<file path="config.mk">
export PLATFORM = sky130hd
export DESIGN_NAME = afic_top
export DESIGN_NICKNAME = d
export VERILOG_FILES = /design/src/rtl/afic_pkg.sv /design/src/rtl/afic_flag_bank.sv /design/src/rtl/afic_regif.sv /design/src/rtl/afic_irq_fsm.sv /design/src/rtl/afic_top.sv
export SDC_FILE = /design/constraint.sdc
export NUM_CORES = 1
export LEC_CHECK = 0
export BUFFER_PORTS_ARGS = -buffer_cell sky130_fd_sc_hd__buf_4
export CAP_MARGIN = 20
export CELL_PAD_IN_SITES_DETAIL_PLACEMENT = 2
export CELL_PAD_IN_SITES_GLOBAL_PLACEMENT = 2
export CORE_ASPECT_RATIO = 0.8
export CORE_UTILIZATION = 20
export CTS_BUF_LIST = sky130_fd_sc_hd__clkbuf_8
export DETAILED_ROUTE_END_ITERATION = 10
export MAX_ROUTING_LAYER = met4
export PLACE_DENSITY = 0.78
export REMOVE_ABC_BUFFERS = 1
export SLEW_MARGIN = 5
export SYNTH_ARGS = -nofsm -noshare
export SYNTH_HDL_FRONTEND = slang
export SYNTH_HIERARCHICAL = 1
export SYNTH_SLANG_ARGS = --single-unit
</file>
<file path="constraint.sdc">
create_clock -name clk -period 1.79 [get_ports clk]
set_input_delay 0.179 -clock clk [delete_from_list [all_inputs] [get_ports clk]]
set_output_delay 0.179 -clock clk [all_outputs]
set_load 0.01 [all_outputs]
</file>
<file path="src/rtl/afic_pkg.sv">
package afic_pkg;

    typedef enum logic [0:0] {
        IRQ_IDLE = 1'b0,
        IRQ_PULL = 1'b1
    } irq_state_e;

    localparam int ALARM_CYC = 0;
    localparam int ALARM_IVL = 1;
    localparam int ALARM_RTC = 2;

endpackage

</file>
<file path="src/rtl/afic_flag_bank.sv">
module afic_flag_bank #(
    parameter int N_ALARMS = 3
) (
    input  logic                clk,
    input  logic                rst,
    input  logic [N_ALARMS-1:0] alarm_stb,
    input  logic                clr,
    output logic [N_ALARMS-1:0] flags_q,
    output logic [N_ALARMS-1:0] flags_d
);

    for (genvar i = 0; i < N_ALARMS; i++) begin : g_flag
        // a new alarm outranks the clear so the event is never dropped
        always_comb begin
            flags_d[i] = alarm_stb[i] | (flags_q[i] & ~clr);
        end

        always_ff @(posedge clk) begin
            if (rst) flags_q[i] <= 1'b0;
            else     flags_q[i] <= flags_d[i];
        end
    end

endmodule

</file>
<file path="src/rtl/afic_regif.sv">
module afic_regif #(
    parameter int          N_ALARMS    = 3,
    parameter int          ADDR_W      = 10,
    parameter int          DATA_W      = 8,
    parameter logic [ADDR_W-1:0] STATUS_ADDR = 10'h200
) (
    input  logic                clk,
    input  logic                rst,
    input  logic [ADDR_W-1:0]   addr,
    input  logic                rd_en,
    input  logic                wr_en,
    input  logic [DATA_W-1:0]   wdata,
    input  logic [N_ALARMS-1:0] flags_q,
    output logic [DATA_W-1:0]   rd_data,
    output logic                clr,
    output logic [N_ALARMS-1:0] en_q,
    output logic [N_ALARMS-1:0] en_d
);

    localparam int EN_LSB = N_ALARMS;
    localparam int EN_MSB = 2 * N_ALARMS - 1;

    logic              hit;
    logic [DATA_W-1:0] word;

    always_comb begin
        hit  = (addr == STATUS_ADDR);
        clr  = rd_en & hit;
        en_d = (wr_en & hit) ? wdata[EN_MSB:EN_LSB] : en_q;
    end

    always_comb begin
        word                = '0;
        word[N_ALARMS-1:0]  = flags_q;
        word[EN_MSB:EN_LSB] = en_q;
        rd_data             = clr ? word : '0;
    end

    always_ff @(posedge clk) begin
        if (rst) en_q <= '1;
        else     en_q <= en_d;
    end

endmodule

</file>
<file path="src/rtl/afic_irq_fsm.sv">
module afic_irq_fsm
    import afic_pkg::*;
#(
    parameter int N_ALARMS = 3
) (
    input  logic                clk,
    input  logic                rst,
    input  logic [N_ALARMS-1:0] flags_d,
    input  logic [N_ALARMS-1:0] en_d,
    output logic                irq_oe
);

    irq_state_e state_q;
    irq_state_e state_d;
    logic       pend_d;

    always_comb begin
        pend_d  = |(flags_d & ~en_d);
        state_d = state_q;
        unique case (state_q)
            IRQ_IDLE: if (pend_d)  state_d = IRQ_PULL;
            IRQ_PULL: if (!pend_d) state_d = IRQ_IDLE;
            default:               state_d = IRQ_IDLE;
        endcase
    end

    always_ff @(posedge clk) begin
        if (rst) state_q <= IRQ_IDLE;
        else     state_q <= state_d;
    end

    always_comb begin
        irq_oe = (state_q == IRQ_PULL);
    end

endmodule

</file>
<file path="src/rtl/afic_top.sv">
module afic_top #(
    parameter int          N_ALARMS    = 3,
    parameter int          ADDR_W      = 10,
    parameter int          DATA_W      = 8,
    parameter logic [ADDR_W-1:0] STATUS_ADDR = 10'h200
) (
    input  logic                clk,
    input  logic                rst,
    input  logic [N_ALARMS-1:0] alarm_stb,
    input  logic [ADDR_W-1:0]   addr,
    input  logic                rd_en,
    input  logic                wr_en,
    input  logic [DATA_W-1:0]   wdata,
    output logic [DATA_W-1:0]   rd_data,
    output logic                irq_oe
);

    logic [N_ALARMS-1:0] flags_q;
    logic [N_ALARMS-1:0] flags_d;
    logic [N_ALARMS-1:0] en_q;
    logic [N_ALARMS-1:0] en_d;
    logic                clr;

    afic_regif #(
        .N_ALARMS(N_ALARMS), .ADDR_W(ADDR_W),
        .DATA_W(DATA_W), .STATUS_ADDR(STATUS_ADDR)
    ) u_regif (
        .clk(clk), .rst(rst), .addr(addr), .rd_en(rd_en), .wr_en(wr_en),
        .wdata(wdata), .flags_q(flags_q), .rd_data(rd_data), .clr(clr),
        .en_q(en_q), .en_d(en_d)
    );

    afic_flag_bank #(.N_ALARMS(N_ALARMS)) u_flags (
        .clk(clk), .rst(rst), .alarm_stb(alarm_stb), .clr(clr),
        .flags_q(flags_q), .flags_d(flags_d)
    );

    afic_irq_fsm #(.N_ALARMS(N_ALARMS)) u_fsm (
        .clk(clk), .rst(rst), .flags_d(flags_d), .en_d(en_d), .irq_oe(irq_oe)
    );

endmodule

</file>
Yosys cells after proc, flatten, opt, wreduce, memory -nomap -nowiden
Index checks and enable logic that the tools add are counted.

storage, ports and cells
  flip-flop bits (word level) = 7
  output and inout bits = 9
  bits of input ports = 25

operators by class
  reductions and logical operators = 1
  equality and inequality tests = 1
  bitwise operators = 11
  mux-type cells = 3

operator list
  kind                                    number
  == test 10 bit (second input constant)  1
  two-way mux 6 bit                       1
  bitwise AND 1 bit                       5
  bitwise AND 3 bit                       1
  two-way mux 3 bit                       1
  NOT 3 bit                               1
  OR 1 bit                                3
  OR reduction 3 bit                      1
  two-way mux 1 bit                       1
  NOT 1 bit                               1

Depth between registers and ports, before layout
  word-level depth = 8
  depth in mapped cells = 7

By module
The synthesis kept the hierarchy.

by module, submodules not included
  module          instances  sequential area each (µm²)  area each (µm²)  cells each
  afic_regif      1          60.1                        284.0            31
  afic_flag_bank  1          60.1                        123.9            15
  afic_irq_fsm    1          20.0                        45.0             5

Worst setup path before layout
OpenSTA, ideal clock, no wires.

  path kind = input-to-reg
  start = in addr[1]
  end = reg u_fsm.state_q (netlist: u_fsm/irq_oe)
  arrival = 1.217 ns
  required time = 1.716 ns
  buffers on the path = 0
  slack = 0.499 ns
  stages = 5
  path through = nor4_4 > nand4_2 > mux2_1 > nand2b_1 > a31oi_1

RTL lines
  what                  line                                    text
  from (decl)           afic_top.sv:10                          input logic [ADDR_W-1:0] addr,
  == test 10 bit        afic_regif.sv:27                        hit = (addr == STATUS_ADDR);
  bitwise AND 1 bit     afic_regif.sv:29                        en_d = (wr_en & hit) ? wdata[EN_MSB:EN_LSB] : en_q;
  two-way mux 3 bit     afic_regif.sv:29
  net en_d[2]           afic_top.sv:21                          logic [N_ALARMS-1:0] en_d;
  NOT 3 bit             afic_irq_fsm.sv:18                      pend_d = |(flags_d & ~en_d);
  bitwise AND 3 bit     afic_irq_fsm.sv:18
  OR reduction 3 bit    afic_irq_fsm.sv:18
  two-way mux 1 bit     afic_irq_fsm.sv:21, afic_irq_fsm.sv:22
  to (signal assigned)  afic_irq_fsm.sv:29                      else state_q <= state_d;
  to (decl)             afic_irq_fsm.sv:13                      irq_state_e state_q;

The timed path passes the listed nets, and every way through them passes these cells.
A chain may end at the register's enable or synchronous reset.

Final worst setup path
  start = in addr[1]
  end = out rd_data[1]

between the ends
  word-level cells in the longest chain between the ends = 3

RTL lines
  what               line              text
  == test 10 bit     afic_regif.sv:27
  bitwise AND 1 bit  afic_regif.sv:28  clr = rd_en & hit;
  net clr            afic_top.sv:22    logic clr;
  two-way mux 6 bit  afic_regif.sv:36  rd_data = clr ? word : '0;
  to (decl)          afic_top.sv:14    output logic [DATA_W-1:0] rd_data,

The timed path passes the listed nets, and every way through them passes these cells.

==> metrics.log <==
INFO  metric firstDrtPassIters = 2
INFO  metric postSynthRegisterBits = 7
INFO  metric fin_skew = 0.396 ps
INFO  metric cts.clk_slew.worst_paths = 40 ps
INFO  metric cts_resized = 0
INFO  metric post_layout_nonfiller_instances = 104
INFO  metric grt_overflow = 0
INFO  metric first_iter_violations = 8
INFO  metric postSynthCellCount = 51
INFO  metric antennaDiodeCount = 0
INFO  metric routed_wl = 1240 microns
INFO  metric critPathRequiredTime = 1610 ps
INFO  metric antenna_violations_before_repair = 0
INFO  metric synthTopCellsByArea = dfxtp_1 31%, and2_1 8.3%, mux2_1 7.5%
INFO  metric post_cts_setup_repair_bufs = 0
INFO  metric floorplan.die.width = 55.2 microns
INFO  metric vias = around 440
INFO  metric layout.nets = 105
INFO  metric slew_viol_final = 0
INFO  metric drc = 0
INFO  metric p_leak = 0.000354 uW
INFO  metric synthDominantAreaCellType = dfxtp_1
INFO  metric min_path_type = in2reg
INFO  metric grt_pass1_vias = between 400 and 500
INFO  metric cell_with_the_biggest_individual_delay_on_the_critical_path = and4_1
INFO  metric fmax = about 650 MHz
INFO  metric synth.cell_area = ~450 sq um
INFO  metric grt_setup_unrepaired = false
INFO  metric layout_setup_ws = 259 ps
INFO  metric crit_path_category = in2out
INFO  metric synth.top_cell.area_share = 0.309
INFO  metric crit_top_cell = buf_4
INFO  metric floorplan.die.height = 44.6 microns
INFO  metric clock_tree.buffer_depth = 2
INFO  metric area_delta_synth_final = 56.4%
INFO  metric initial_utilization = 0.212
INFO  metric cts_sinks = 7
INFO  metric fin_util = 0.331
INFO  metric critical_path.cell_chain = buf_4 > nor4_4 > and4_1 > and2_1 > buf_4
INFO  metric place_worst_setup_slack = 191 ps
INFO  metric design.core.area = 2140 sq um
INFO  metric syn_avg_cell_area = 8.88 sq um
INFO  metric grt_start_max_net_pins = 11
INFO  metric portBuffers = 26
INFO  metric cp_max_fo = 9
INFO  metric ctsRootBufferMaster = clkbuf_8
INFO  metric setup-tns-final = 0 ps
INFO  metric finalWorstPathRequiredPeriod = 1530 ps
INFO  metric ios = 34
INFO  metric via_per_inst = 4.26
INFO  metric tritoncts = built
INFO  metric antenna_violating_nets_post_route = 0
INFO  metric max_cap_viol_count = 0
INFO  metric cts_buffers = 3
INFO  metric drive_above_1_share = 0.418
INFO  metric place.detailed.instances = 100
INFO  metric power.ir.vdd_worst = 509 uV
INFO  metric critical-path-max-stage-delay = between 400 and 500 ps
INFO  metric gp_congestion = 0.640
INFO  metric run_status = complete, no violations
INFO  metric worstSkewPairLatency = ~230 ps
INFO  metric drt-wirelength-per-cell = approximately 12 microns
INFO  metric hold_ws = 195 ps
INFO  metric finalSetupViolCount = 0
INFO  metric synth_cell_types = 19
INFO  metric filler_cells_inserted = between 200 and 300
INFO  metric worst-endpoint-arrival = 1350 ps
INFO  metric core.rowCount = 15
INFO  metric yosys_warnings = 6
INFO  metric floorplan.die_area = 2460 sq um
INFO  metric period_share = 0.855
INFO  metric number_of_levels_the_h_tree_was_split_into = 1
INFO  metric power.density_cell_area = 626 nW/um^2
INFO  metric start_kind = primary input
INFO  metric final-hold-violation-count = 0
INFO  metric wire_length_of_the_first_global_routing_pass = between 2000 and 2500 microns
INFO  metric sequential_cell_area = ~140 sq um
INFO  metric endpoint_kind = output port
INFO  metric cts.hold.buffers_added = 0
INFO  metric synth_seq_area_share = 0.309
INFO  metric grtUsageTotal = 0.116
INFO  metric multi_input_area = 285 sq um
==> routing by layer <==
| layer | GRT usage | part of all wire |
|---|---|---|
| met5 | - | 0 |
| met4 | 0.0150 | 0 |
| met3 | 0.0556 | 0.067 |
| met2 | 0.190 | 0.50 |
| met1 | 0.133 | 0.44 |
==> stage by stage <==
stage	power, uW	instance area [sq um]
finish	443	708
global route	474	708
CTS	451	708
detailed placement	229	663
global placement	227	663
floorplan	185	437
==> cell type report <==
type                    count  share of cell area
clock buffers               3              0.0583
clock inverters             1             0.00530
inverters                   3              0.0159
multi-input cells          39               0.403
flip-flops and latches      7               0.198
well taps                  25              0.0442
repair buffers             26               0.276
==> final timing paths <==
kind                       from                 end  cells past startpoint  slack (ps)
max                     addr[1]          rd_data[1]                      5         260
min                         rst  u_flags/flags_q[1]                      2         200
max reg2reg     u_regif/en_q[1]        u_fsm/irq_oe                      3         800
min reg2reg  u_flags/flags_q[2]  u_flags/flags_q[2]                      2         500
==> logic make-up (layout without fill, tap and decap cells) <==
kind of cell	Yosys count	in the layout	synth area share
muxes	6	6	0.141
AOI/OAI and AO/OA	4	4	0.0470
buffers and inverters	6	33	0.0690
other	1	2	0.00828
DFF	7	7	0.309
and+or+nand+nor	27	27	0.425
==> synth_stat cells <==
library cell and instances:
conb_1 1, buf_2 1, a31oi_1 1, a21oi_1 3
nor2_1 7, inv_1 3, and2_1 6, buf_4 2
mux2_1 3, nor4b_4 1, mux2i_1 3, nand4_1 1
nand2b_4 1, nand2_1 3, nor4_4 1, and4_1 1
dfxtp_1 7, nand4_2 1, nand2b_1 5
==> placed cells by master, fill, tap and decap left out <==
master,instances
nand4_2,1
mux2_1,3
nor4_4,1
nor4b_4,1
a31oi_1,1
and2_1,6
nand2b_4,1
nor2_1,7
nand2b_1,5
and4_1,1
buf_4,26
inv_1,4
nand2_1,3
mux2i_1,3
clkbuf_8,3
dfxtp_1,7
conb_1,2
nand4_1,1
a21oi_1,3
==> power by group <==
part	switching [uW]	internal (uW)	leakage, uW	total (uW)
combinational	25.7	35.8	0.000270	61.5
clock	69.2	148	0.0000269	218
sequential	2.78	162	0.0000575	164
total	97.7	346	0.000354	443
==> worst max-delay path: cells and delay by family <==
family / cells / cell delay (ps)
buffers and inverters: 2 / 240
and+or+nand+nor: 3 / 940
==> sequential cells by signal (all words and copies together), names as in the netlist <==
register and cells:
u_fsm/irq_oe 1, u_flags/flags_q 3, u_regif/en_q 3
No activity file was read; power rests on OpenSTA's default activity.
